$ cat config.mk
export PLATFORM = sky130hd
export DESIGN_NAME = serial_adder_top
export DESIGN_NICKNAME = d
export VERILOG_FILES = /design/src/rtl/serial_add_pkg.sv /design/src/rtl/sa_shift_reg.sv /design/src/rtl/sa_full_adder.sv /design/src/rtl/sa_carry_reg.sv /design/src/rtl/serial_adder_top.sv
export SDC_FILE = /design/constraint.sdc
export NUM_CORES = 1
export LEC_CHECK = 0
export ABC_AREA = 1
export BUFFER_PORTS_ARGS = -buffer_cell sky130_fd_sc_hd__buf_2
export CORE_AREA = 10 10 47 49
export CTS_CLUSTER_DIAMETER = 200
export DETAILED_ROUTE_END_ITERATION = 12
export DIE_AREA = 0 0 57 59
export GPL_TIMING_DRIVEN = 1
export PLACE_DENSITY = 0.63
export SYNTH_ARGS = -nofsm -noshare
export SYNTH_HDL_FRONTEND = slang
export SYNTH_SLANG_ARGS = --single-unit
$ cat constraint.sdc
create_clock -name clk -period 3 [get_ports clk]
set_input_delay 0.45 -clock clk [delete_from_list [all_inputs] [get_ports clk]]
set_output_delay 0.45 -clock clk [all_outputs]
set_load 0.01 [all_outputs]
$ cat src/rtl/serial_add_pkg.sv
package serial_add_pkg;
  localparam int unsigned DEFAULT_WIDTH = 4;

  typedef struct packed {
    logic sum;
    logic cout;
  } fa_result_t;

  function automatic fa_result_t fa_eval(input logic a, input logic b, input logic ci);
    fa_result_t r;
    r.sum  = a ^ b ^ ci;
    r.cout = (a & b) | (a & ci) | (b & ci);
    return r;
  endfunction
endpackage

$ cat src/rtl/sa_shift_reg.sv
module sa_shift_reg #(
  parameter int unsigned WIDTH = 4
) (
  input  logic             clk,
  input  logic             rst_n,
  input  logic             ld,
  input  logic [WIDTH-1:0] ld_val,
  input  logic             en,
  input  logic             sin,
  output logic [WIDTH-1:0] q
);
  logic [WIDTH-1:0] shifted;

  generate
    if (WIDTH == 1) begin : g_single
      assign shifted = sin;
    end else begin : g_multi
      assign shifted = {sin, q[WIDTH-1:1]};
    end
  endgenerate

  always_ff @(posedge clk or negedge rst_n) begin
    if (!rst_n)   q <= '0;
    else if (ld)  q <= ld_val;
    else if (en)  q <= shifted;
  end
endmodule

$ cat src/rtl/sa_full_adder.sv
module sa_full_adder
  import serial_add_pkg::*;
(
  input  logic a,
  input  logic b,
  input  logic ci,
  output logic s,
  output logic co
);
  fa_result_t r;
  always_comb r = fa_eval(a, b, ci);
  assign s  = r.sum;
  assign co = r.cout;
endmodule

$ cat src/rtl/sa_carry_reg.sv
module sa_carry_reg (
  input  logic clk,
  input  logic rst_n,
  input  logic clr,
  input  logic en,
  input  logic d,
  output logic q
);
  always_ff @(posedge clk or negedge rst_n) begin
    if (!rst_n)    q <= 1'b0;
    else if (clr)  q <= 1'b0;
    else if (en)   q <= d;
  end
endmodule

$ cat src/rtl/serial_adder_top.sv
module serial_adder_top
  import serial_add_pkg::*;
#(
  parameter int unsigned WIDTH = DEFAULT_WIDTH
) (
  input  logic             clk,
  input  logic             rst_n,
  input  logic             load,
  input  logic [WIDTH-1:0] acc_init,
  input  logic [WIDTH-1:0] addend_init,
  input  logic             step_en,
  input  logic             carry_clr,
  input  logic             addend_sin,
  output logic [WIDTH-1:0] acc_q,
  output logic [WIDTH-1:0] addend_q,
  output logic             carry_q,
  output logic             sum_bit
);
  logic fa_cout;
  // carry advances only on a real step, never on a load cycle
  logic carry_en;
  assign carry_en = step_en & ~load;

  sa_full_adder u_fa (
    .a  (acc_q[0]),
    .b  (addend_q[0]),
    .ci (carry_q),
    .s  (sum_bit),
    .co (fa_cout)
  );

  sa_shift_reg #(.WIDTH(WIDTH)) u_acc (
    .clk    (clk),
    .rst_n  (rst_n),
    .ld     (load),
    .ld_val (acc_init),
    .en     (step_en),
    .sin    (sum_bit),
    .q      (acc_q)
  );

  sa_shift_reg #(.WIDTH(WIDTH)) u_addend (
    .clk    (clk),
    .rst_n  (rst_n),
    .ld     (load),
    .ld_val (addend_init),
    .en     (step_en),
    .sin    (addend_sin),
    .q      (addend_q)
  );

  sa_carry_reg u_carry (
    .clk   (clk),
    .rst_n (rst_n),
    .clr   (carry_clr),
    .en    (carry_en),
    .d     (fa_cout),
    .q     (carry_q)
  );
endmodule

# Word level (Yosys, flattened, before mapping)
# Index checks and enable logic that the tools add are counted.
# totals
regBits	9
inputBits	14
out_inout_bits	10
elab_cells	20
# op_classes
muxes	6
bitwise_logic	9
reduce_logical	2
# ops
operator	n
4-bit two-way mux	4
1-bit AND	4
2-bit nonzero test	2
1-bit two-way mux	2
1-bit bitwise OR	2
1-bit bitwise XOR	2
1-bit inverter	1

# Depth between registers and ports, before layout
# logic_depth
ltp_word	5
depth_mapped	5

# Modules after synthesis
# A second synthesis with hierarchy kept.
# unflattened
hier_cells	53
hier_area_um2	430.4
# modules_own_cells
module	instances	cells_per_inst	area_each_um2	seq_area_each_um2
sa_shift_reg	2	22	177.7	100.1
sa_carry_reg	1	6	45.0	25.0
sa_full_adder	1	1	20.0	0.0
serial_adder_top	1	2	10.0	0.0

# Worst setup path before layout
# OpenSTA, ideal clock, no wires.
# synth_path
kind	register to output
from	reg u_carry.q
to	out sum_bit
t_arrival_ps	1029
required_time_ps	2550
setup_slack_ps	1521
path_stages_with_launch	2
cell_sequence	dfrtp_1 fa_1
# synth_between
elab_chain_len	1
# synth_rtl
item	line_no	text
start: declaration	sa_carry_reg.sv:7	output logic q
start signal: assignment	sa_carry_reg.sv:10	if (!rst_n) q <= 1'b0;
start signal: assignment	sa_carry_reg.sv:11	else if (clr) q <= 1'b0;
start signal: assignment	sa_carry_reg.sv:12	else if (en) q <= d;
1-bit bitwise XOR	serial_add_pkg.sv:11	r.sum = a ^ b ^ ci;
end: declaration	serial_adder_top.sv:17	output logic sum_bit
# No other way between the ends.

# Worst setup path in the final report
# Ends and elaborated chain as after synthesis.

==> impl_results.md <==
- Outcome: completed
- FF-to-FF Start: u_carry.q$_DFFE_PN0P_
- Synth cell types: 10
- Setup Skew: 0.00121 ns
- Max_cap viols: 0
- Total negative setup slack: 0 ns
- NetSw: 0.0852 mW
- Yosys warns: 0
- Synth Instances: 53
- WP data required: 2.55 ns
- Reg2reg setup slack: 1.80 ns
- Number of diodes: 0
- H-Tree Depth: 1
- Final period util: 60.3%
- Pint: 0.211 mW
- Cell area after synthesis: 457 um2
- Sw Ratio: 28.8%
- Critical Path End Type: output pin
- IO Pins: 24
- Max incr delay on CP: 0.57 ns
- Vias in the first global route: 502
- CP Buf/Inv Count: 1
- Die Wd: 57 um
- Via-per-instance ratio: 4.66
- Pwr dens: 506 nW/um2
- Worst Path Arrival: 1.36 ns
- Finish-stage setup viols: 0
- Final Hold Fails: 0
- Postcts setup bufs: 0
- Mapped Nets: 68
- Nets: 92
- Clock network fraction of design power: 31.1%
- Avg WL per Cell: 12.6 um
- Pin count of the biggest net entering global routing: 12
- Via count: 429
- Total global-route track usage: 7.66%
- Register share of total power: 48.3%
- Layout area overhead: 27.9%
- Pins over their slew limit: 0
- DR pass1 iterations: 4
- Core ar.: 1400 um2
- WS Path Type: flop to output pin
- Remaining DRCs: 0
- Starting Density: 32.6%
- Register bit total from synthesis: 9
- Critical Path Start Type: flop
- Die footprint: 3360 um2
- Initial antenna violation count: 0
- Iteration-0 DRC Markers: 7
- Logic pwr share: 20.5%
- Register-to-Register Path Depth: 3
- Syn avg cell area: 8.62 um2
- Worst r2r dst: u_acc.q[3]$_DFFE_PN0P_
- Cell family with most CP delay: adder cells
- CTS sink count: 9
- VDD IR max: 0.000222 V
- # rows: 14
- IO Port Bufs: 23
- Pleak: 0.320 nW
- Worst-margin pin slew: 0.224 ns
- CP max FO: 3
- Worst-Skew Late Latency: 0.25 ns
- First-pass GRT wire length: 2110 um
- CTS clk-pin slew, worst paths: 0.06 ns
- Relative slew slack: 85.1%
- RSZ-0062 raised after global routing: false
- Worst path slowest cell: fa_1
- Post-DRT Antenna Nets: 0
- Share of cells above drive strength 1: 36.8%
- Maximum clock path buffer count: 2
- TritonCTS clock tree: yes
- Hold slack: 0.0322 ns
- Chip height: 59 um
- Grt total ovfl: 0
- Cell Chain, Critical Path: fa_1 -> buf_2
- Period minus WS final: 1.81 ns
- Sequential share of the synthesized area: 49.3%
- WL final: 1160 um
- CTS root buf: clkbuf_4
- Post-CTS sizing: 0
- Hold Crit Class: input port to async pin
- Fmax: 0.553 GHz
- # hold bufs at CTS: 0
- Post-DP HPWL: 945 um
- Number of buffers created by CTS: 3
- RePlAce Congestion: 0.704
Yosys cell counts:
library cell   n  area (um2)
nand2_1       18        67.6
nand4_1        1        6.26
dfrtp_1        9         225
nor2_4         1        11.3
fa_1           1        20.0
buf_6          1        11.3
inv_1          1        3.75
inv_2          1        3.75
buf_4          3        22.5
nand3_1       17        85.1
cell usage in the layout, fill, tap and decap left out:
cell type   n
nor2_4      1
dfrtp_1     9
nand3_1    17
inv_2       1
clkbuf_4    3
fa_1        1
inv_1       1
nand4_1     1
clkbuf_1    1
buf_2      23
nand2_1    18
registers in the layout (all words and copies together), names as in the netlist:
register	count
u_acc.q	4
u_addend.q	4
u_carry.q	1
cell families (layout without fill, tap and decap cells):
| group | after synthesis | after routing | synth area share (%) |
|---|---|---|---|
| AND/OR/NAND/NOR | 37 | 37 | 37.3 |
| flip-flops | 9 | 9 | 49.3 |
| buffers and inverters | 6 | 29 | 9.04 |
| adder cells (fa/ha/maj) | 1 | 1 | 4.38 |
worst max-delay path by stage:
stage	startpoint	depth (start not counted)	end	slack, ns
finish	u_carry.q$_DFFE_PN0P_	2	sum_bit	1.19
global placement	u_carry.q$_DFFE_PN0P_	2	sum_bit	1.49
CTS	u_carry.q$_DFFE_PN0P_	2	sum_bit	1.18
global route	u_carry.q$_DFFE_PN0P_	2	sum_bit	1.13
detailed placement	u_carry.q$_DFFE_PN0P_	2	sum_bit	1.46
floorplan	u_carry.q$_DFFE_PN0P_	1	sum_bit	1.52
metrics by stage:
stage	instance area [um2]	setup WS [ns]	power, mW	std cells	util, %
global route	584	1.13	0.318	92	41.7
CTS	584	1.18	0.301	92	41.7
detailed placement	558	1.46	0.208	88	39.8
global placement	558	1.49	0.206	88	39.8
floorplan	457	1.52	0.182	53	-
finish	584	1.19	0.296	92	41.7
cell type report:
cell class                 count  area [um2]
multi-input combinational     38         190
sequential                     9         225
clock buffer                   4        26.3
fill                         166         817
tap                           16        20.0
timing repair buffer          23         115
inverter                       2        7.51
routing by layer:
layer	track usage (%)	up-vias	wire, um
met5	0	-	0
met4	5.03	0	10
met3	3.43	2	100
met2	11.8	14	525
met1	8.36	194	526
li1	-	219	-
power by group through the flow:
stage,clock [mW],combinational (mW),sequential [mW]
after floorplan,0,0.0330,0.149
after global placement,0,0.0615,0.144
after detailed placement,0,0.0628,0.145
after CTS,0.0949,0.0628,0.143
after global routing,0.103,0.0694,0.145
final,0.0921,0.0608,0.143
Power figures use the tool's default switching activity.
